`src/rtl/tt_fit_pkg.sv`:
```
package tt_fit_pkg;

    typedef enum logic [1:0] {
        EV_IDLE   = 2'd0,
        EV_APPLY  = 2'd1,
        EV_SAMPLE = 2'd2
    } ev_state_e;

endpackage

```
`src/rtl/tt_match_count.sv`:
```
module tt_match_count #(
    parameter int NUM_OUT = 2,
    parameter int CNT_W   = $clog2(NUM_OUT + 1)
) (
    input  logic [NUM_OUT-1:0] cand_bits,
    input  logic [NUM_OUT-1:0] want_bits,
    output logic [CNT_W-1:0]   agree_cnt
);

    logic [NUM_OUT-1:0] agree;

    genvar b;
    generate
        for (b = 0; b < NUM_OUT; b++) begin : g_agree
            assign agree[b] = ~(cand_bits[b] ^ want_bits[b]);
        end
    endgenerate

    always_comb begin
        agree_cnt = '0;
        for (int i = 0; i < NUM_OUT; i++) begin
            agree_cnt = agree_cnt + CNT_W'(agree[i]);
        end
    end

endmodule

```
`src/rtl/tt_score_merge.sv`:
```
module tt_score_merge #(
    parameter int F1_W   = 5,
    parameter int WIRE_W = 4,
    parameter int FIT_W  = 5,
    parameter int F_MAX  = 16
) (
    input  logic [F1_W-1:0]   f1_score,
    input  logic [WIRE_W-1:0] wire_cnt,
    output logic              all_match,
    output logic [FIT_W-1:0]  score
);

    always_comb begin
        all_match = (f1_score == F1_W'(F_MAX));
        if (all_match) begin
            score = FIT_W'(f1_score) + FIT_W'(wire_cnt);
        end else begin
            score = FIT_W'(f1_score);
        end
    end

endmodule

```
`src/rtl/tt_fitness_eval.sv`:
```
module tt_fitness_eval #(
    parameter int NUM_IN  = 3,
    parameter int NUM_OUT = 2,
    parameter int WIRE_W  = 4,
    localparam int N_VEC  = 1 << NUM_IN,
    localparam int F_MAX  = N_VEC * NUM_OUT,
    localparam int F1_W   = $clog2(F_MAX + 1),
    localparam int CNT_W  = $clog2(NUM_OUT + 1),
    localparam int FIT_W  = $clog2(F_MAX + (1 << WIRE_W))
) (
    input  logic               clk,
    input  logic               rst_n,
    input  logic               start_i,
    input  logic [WIRE_W-1:0]  wire_cnt_i,
    output logic               busy_o,
    output logic [NUM_IN-1:0]  vec_o,
    input  logic [NUM_OUT-1:0] cand_i,
    output logic [NUM_IN-1:0]  tt_addr_o,
    input  logic [NUM_OUT-1:0] tt_data_i,
    output logic               done_o,
    output logic               functional_o,
    output logic [FIT_W-1:0]   fitness_o
);
    import tt_fit_pkg::*;

    localparam logic [NUM_IN-1:0] LAST_VEC = '1;

    typedef struct packed {
        ev_state_e          st;
        logic [NUM_IN-1:0]  vec;
        logic [F1_W-1:0]    f1;
        logic [WIRE_W-1:0]  wires;
        logic               done;
        logic               func;
        logic [FIT_W-1:0]   fit;
    } ev_regs_t;

    ev_regs_t r_q, r_d;

    logic [CNT_W-1:0] agree_cnt;
    logic [F1_W-1:0]  f1_next;
    logic             merged_func;
    logic [FIT_W-1:0] merged_fit;

    tt_match_count #(
        .NUM_OUT (NUM_OUT),
        .CNT_W   (CNT_W)
    ) match_i (
        .cand_bits (cand_i),
        .want_bits (tt_data_i),
        .agree_cnt (agree_cnt)
    );

    assign f1_next = r_q.f1 + F1_W'(agree_cnt);

    tt_score_merge #(
        .F1_W   (F1_W),
        .WIRE_W (WIRE_W),
        .FIT_W  (FIT_W),
        .F_MAX  (F_MAX)
    ) merge_i (
        .f1_score  (f1_next),
        .wire_cnt  (r_q.wires),
        .all_match (merged_func),
        .score     (merged_fit)
    );

    always_comb begin
        r_d      = r_q;
        r_d.done = 1'b0;
        unique case (r_q.st)
            EV_IDLE: begin
                if (start_i) begin
                    r_d.st    = EV_APPLY;
                    r_d.vec   = '0;
                    r_d.f1    = '0;
                    r_d.wires = wire_cnt_i;
                    r_d.fit   = '0;
                    r_d.func  = 1'b0;
                end
            end
            EV_APPLY: begin
                r_d.st = EV_SAMPLE;
            end
            EV_SAMPLE: begin
                r_d.f1 = f1_next;
                if (r_q.vec == LAST_VEC) begin
                    r_d.st   = EV_IDLE;
                    r_d.vec  = '0;
                    r_d.done = 1'b1;
                    r_d.fit  = merged_fit;
                    r_d.func = merged_func;
                end else begin
                    r_d.st  = EV_APPLY;
                    r_d.vec = r_q.vec + 1'b1;
                end
            end
            default: begin
                r_d.st = EV_IDLE;
            end
        endcase
    end

    always_ff @(posedge clk) begin
        if (!rst_n) begin
            r_q <= '{st: EV_IDLE, default: '0};
        end else begin
            r_q <= r_d;
        end
    end

    assign busy_o       = (r_q.st != EV_IDLE);
    assign vec_o        = r_q.vec;
    assign tt_addr_o    = r_q.vec;
    assign done_o       = r_q.done;
    assign functional_o = r_q.func;
    assign fitness_o    = r_q.fit;

endmodule

```
`config.mk`:
```
export PLATFORM = sky130hd
export DESIGN_NAME = tt_fitness_eval
export DESIGN_NICKNAME = d
export VERILOG_FILES = /design/src/rtl/tt_fit_pkg.sv /design/src/rtl/tt_match_count.sv /design/src/rtl/tt_score_merge.sv /design/src/rtl/tt_fitness_eval.sv
export SDC_FILE = /design/constraint.sdc
export NUM_CORES = 1
export LEC_CHECK = 0
export BUFFER_PORTS_ARGS = -buffer_cell sky130_fd_sc_hd__buf_2
export CELL_PAD_IN_SITES_DETAIL_PLACEMENT = 1
export CELL_PAD_IN_SITES_GLOBAL_PLACEMENT = 2
export CORE_MARGIN = 5
export CORE_UTILIZATION = 25
export DETAILED_ROUTE_END_ITERATION = 8
export GPL_TIMING_DRIVEN = 0
export MAX_ROUTING_LAYER = met4
export PLACE_DENSITY_LB_ADDON = 0.25
export SLEW_MARGIN = 30
export SYNTH_ARGS = -nofsm -noshare
export SYNTH_HDL_FRONTEND = slang
export SYNTH_SLANG_ARGS = --single-unit
```
`constraint.sdc`:
```
create_clock -name clk -period 5.25 [get_ports clk]
set_input_delay 0.2625 -clock clk [delete_from_list [all_inputs] [get_ports clk]]
set_output_delay 0.2625 -clock clk [all_outputs]
set_load 0.05 [all_outputs]
```
[After elaboration in Yosys (flattened, before gate mapping)]
Index checks and enable logic that the tools add are counted.
Word-level totals
  output and inout bits: 14
  RAM bits: 0
  bits of input ports: 11
  register bits: 21
  bits in read-only memories: 0
  word-level logic and storage cells: 36
  memories: 0
  latch bits: 0
Cells by class
  $add $sub $neg: 4
  multiplexer cells: 8
  reductions and logical operators: 7
  $lt $le $gt $ge: 0
  divide/modulo/power cells: 0
  eq/ne operators: 6
  shift operators: 0
  $mul: 0
  bitwise operators: 4
Operators with widths (number)
  $pmux 8 s2: 1
  $mux 14: 1
  $pmux 6 s2: 1
  $mux 7: 1
  $mux 6: 1
  $pmux 2 s3: 1
  $reduce_and 2->1: 3
  $add 5x2->5: 1
  $add 5x4->5: 1
  $eq 5x5->1 const B: 1
  $mux 5: 1
  $mux 4: 1
  $ne 2x2->1 const B: 2
  $reduce_bool 2->1: 2
  $add 3x1->3 const B: 1
  $eq 3x3->1 const B: 1
  $reduce_and 3->1: 1
  $add 1x1->2: 1
  $eq 2x1->1 const B: 1
  $eq 2x2->1 const B: 1
  $logic_not 2->1: 1
  $not 1->1: 2
  $xor 1x1->1: 2

[Longest topological paths before layout]
  word-level depth: 8
  depth in mapped cells: 9
  gate-level depth less buffers: 9

[Cells and area by module]
A second synthesis with hierarchy kept.
Second synthesis, totals
  cell total of the unflattened synthesis: 148
  area, all modules: 1298.7 sq um
Modules (own cells, without submodules)
  tt_fitness_eval: area an instance 1081.0 sq um, cells each 122, times used 1
  tt_score_merge: area an instance 187.7 sq um, cells each 23, times used 1
  tt_match_count: area an instance 30.0 sq um, cells each 3, times used 1

[Least setup slack after synthesis]
No wires, ideal clock.
  path kind: input-to-reg
  start: input port cand_i[0]
  end: register r_q, in the netlist fitness_o[4]
  cell stages on the path: 9
  arrival time: 2.085 ns
  setup slack: 3.043 ns
  required time: 5.128 ns
  library setup time: 0.122 ns
  path through: xnor2_1 fa_1 ha_1 inv_1 fa_1 nor2b_1 o21ai_0 a211oi_1 o21ai_1
On the way
  word-level cells in the longest chain between the ends: 8
  elaborated cells on any way between the ends: 9
Ends and longest elaborated chain
  start, declared: RTL line tt_fitness_eval.sv:17  | input logic [NUM_OUT-1:0] cand_i,
  $xor 1x1->1 *: RTL line tt_match_count.sv:15  | assign agree[b] = ~(cand_bits[b] ^ want_bits[b]);
  $not 1->1 *: RTL line tt_match_count.sv:15
  $add 1x1->2 *: RTL line tt_match_count.sv:22  | agree_cnt = agree_cnt + CNT_W'(agree[i]);
  $add 5x2->5 *: RTL line tt_fitness_eval.sv:54  | assign f1_next = r_q.f1 + F1_W'(agree_cnt);
  $add 5x4->5 or $eq 5x5->1 (tied branches): RTL line tt_score_merge.sv:16, tt_score_merge.sv:14
  $mux 5 *: RTL line tt_score_merge.sv:15  | if (all_match) begin
  $mux 7 *: RTL line tt_fitness_eval.sv:87  | if (r_q.vec == LAST_VEC) begin
  $pmux 6 s2 *: RTL line tt_fitness_eval.sv:71  | unique case (r_q.st)
  end signal, assigned: RTL line tt_fitness_eval.sv:108  | r_q <= r_d;
  end, declared: RTL line tt_fitness_eval.sv:38  | ev_regs_t r_q, r_d;
Every way passes the cells marked *; elsewhere a longest branch is shown, timed or not. The select of a mux whose other input is x is not followed.
A chain may end at the register's enable or synchronous reset.

[Worst setup path after layout]
  start: register r_q[11] (netlist name)
  end: register r_q, in the netlist fitness_o[4]
On the way
  word-level cells in the longest chain between the ends: 5
  elaborated cells on any way between the ends: 6
Ends and longest elaborated chain (RTL line)
  $add 5x2->5 *: tt_fitness_eval.sv:54
  $add 5x4->5 or $eq 5x5->1 (tied branches): tt_score_merge.sv:16, tt_score_merge.sv:14
  $mux 5 *: tt_score_merge.sv:15
  $mux 7 *: tt_fitness_eval.sv:87
  $pmux 6 s2 *: tt_fitness_eval.sv:71
Marked as above.

==> qor.csv <==
metric,value,unit
outcome,completed,
die_w,80.0,microns
slew_violations,0,
initial_core_util,0.258,
synth-async-reset-ratio,0,
wl_per_cell,12.6,microns
setup_viol,0,
antenna_found_initial,0,
min_path_type,input port to register,
hold_viol_final,0,
dieArea,6410,sq um
gr-total-overflow,0,
critical_path_arrival,2.55,ns
via_per_inst,4.36,
drive_gt1_frac,0.351,
syn_nets,146,
cts_root_buf,clkbuf_8,
grt_max_degree,14,
synth-seq-cells,21,
num_rows,25,
ys_types,37,
n_antenna_cell,0,
max_freq,417,MHz
firstDrtPassIters,4,
cp.required,5.40,ns
path_clk_slew,0.08,ns
cts_hold_buf,0,
slew_headroom,0.694,
grt_pass1_vias,965,
cts_buffer_depth,2,
core_area,4750,sq um
gr-usage-all-layers,0.0958,
die_height,80.0,microns
syn_area,1230,sq um
numCtsBuffers,3,
use_met1,0.114,
synth_top_area_frac,0.343,
final.min_clock_period,2.40,ns
ant_nets,0,
final_core_util,0.311,
start_kind,register,
syn_inst,126,
place_hpwl,2260,microns
post_cts_buffers,0,
busiest_layer,met2,
end_kind,register,
area_growth,20.6,%
finalNetCount,175,
rsz0062_at_grt,false,
irDropWorstVdd,0.0765,mV
met2_usage,0.152,
io_buffers,24,
worstMarginPinSlew,0.455,ns
final_cell_mix,"buf_2 (24), dfxtp_1 (21), buf_4 (12)",
avgSynthCellArea,9.73,sq um
synth_warnings,0,
gp_congestion,0.733,
finalClockSkew,0.00531,ns
clock_sinks,21,
mostFrequentLayoutCell,buf_2,
setup_tns,0,ns
htreeDepth,1,
yosysTopAreaCell,dfxtp_1,
drt-initial-drc-count,26,
powerDensity,222,nW/um^2
cts_resized,0,
grtUsageMet3,0.0282,
cts_tree,built,
cap_violations,0,
min_period_over_period,0.457,
cp_max_fo,4,
grt_pass1_wl,4570,microns
synth_edf_count,0,
wl,2780,microns
ios,25,
ys.flop_type,dfxtp_1,
synth.area.top_cells,"dfxtp_1 (34%), buf_4 (7.3%), ha_1 (7.1%)",
ys_seq_area_frac,0.343,
rrSetupSlack,2.85,ns
p_leak,0.647,nW
num_vias,964,
clock_latency,0.26,ns
crit_type,register to register,
drc_errors,0,
==> critical path, cell delays in order, from the launching register on <==
cell	delay (ns)
dfxtp_1	0.33
fa_1	0.66
ha_1	0.21
inv_1	0.06
fa_1	0.46
nor2b_1	0.13
o21ai_0	0.09
a211oi_1	0.25
o21ai_1	0.09
==> synthesized netlist by cell type (all sizes together), types with 2 or more instances <==
cell / count
nor2b: 12
nand2: 11
xor2: 4
dfxtp: 21
or2: 2
xnor2: 3
a21boi: 2
o21ai: 6
a21oi: 2
buf: 14
o31ai: 2
inv: 6
fa: 2
ha: 7
nor3b: 2
nand3: 2
nor2: 4
mux2i: 4
a22oi: 8
==> cells by family after synthesis <==
family,after synthesis,share of synthesized area
AND/OR/NAND/NOR,37,0.191
AO/OA/AOI/OAI,27,0.166
multiplexers,4,0.0327
buffers and inverters,21,0.113
adder cells (fa/ha/maj),9,0.104
XOR/XNOR,7,0.0500
flip-flops,21,0.343
==> worst paths after layout <==
kind	start	to	depth (start not counted)
worst max register to register	r_q[11]	fitness_o[4]	8
worst max-delay path	r_q[11]	fitness_o[4]	8
worst min-delay path	wire_cnt_i[0]	r_q[7]	3
worst min register to register	fitness_o[4]	fitness_o[4]	2
==> layer usage <==
layer / share of wire / up-vias
met5: 0 / -
met3: 0.057 / 4
met4: 0.013 / 0
met2: 0.51 / 21
li1: - / 481
met1: 0.42 / 458
==> power breakdown <==
part           internal (mW)  switching (mW)  total, mW  leakage (nW)
combinational         0.0220          0.0304     0.0525         0.455
clock                 0.0536          0.0565      0.110        0.0217
sequential             0.163         0.00317      0.166         0.170
total                  0.238          0.0901      0.329         0.647
==> flip-flops by register name (all words and copies together), names as in the netlist <==
register / count
r_q: 11
fitness_o: 5
tt_addr_o: 3
done_o: 1
functional_o: 1
==> metrics by stage <==
step	instance area, sq um	hold slack (ns)	cells	setup slack (ns)	power (mW)
floorplan	1230	0.391	126	3.04	0.207
global placement	1430	0.437	217	2.72	0.222
detailed placement	1430	0.446	217	2.64	0.224
CTS	1480	0.240	221	2.80	0.338
global route	1480	0.245	221	2.67	0.351
finish	1480	0.249	221	2.85	0.329
==> area by class of cell <==
| class | instances | area (sq um) |
|---|---|---|
| fillers | 585 | 3280 |
| multi-input cells | 84 | 667 |
| flip-flops and latches | 21 | 420 |
| repair buffers | 24 | 120 |
| plain buffers | 15 | 116 |
| well taps | 67 | 83.8 |
| clock buffers | 3 | 41.3 |
| inverters | 6 | 22.5 |
| clock inverters | 1 | 7.51 |
(Power assumes the default switching activity.)
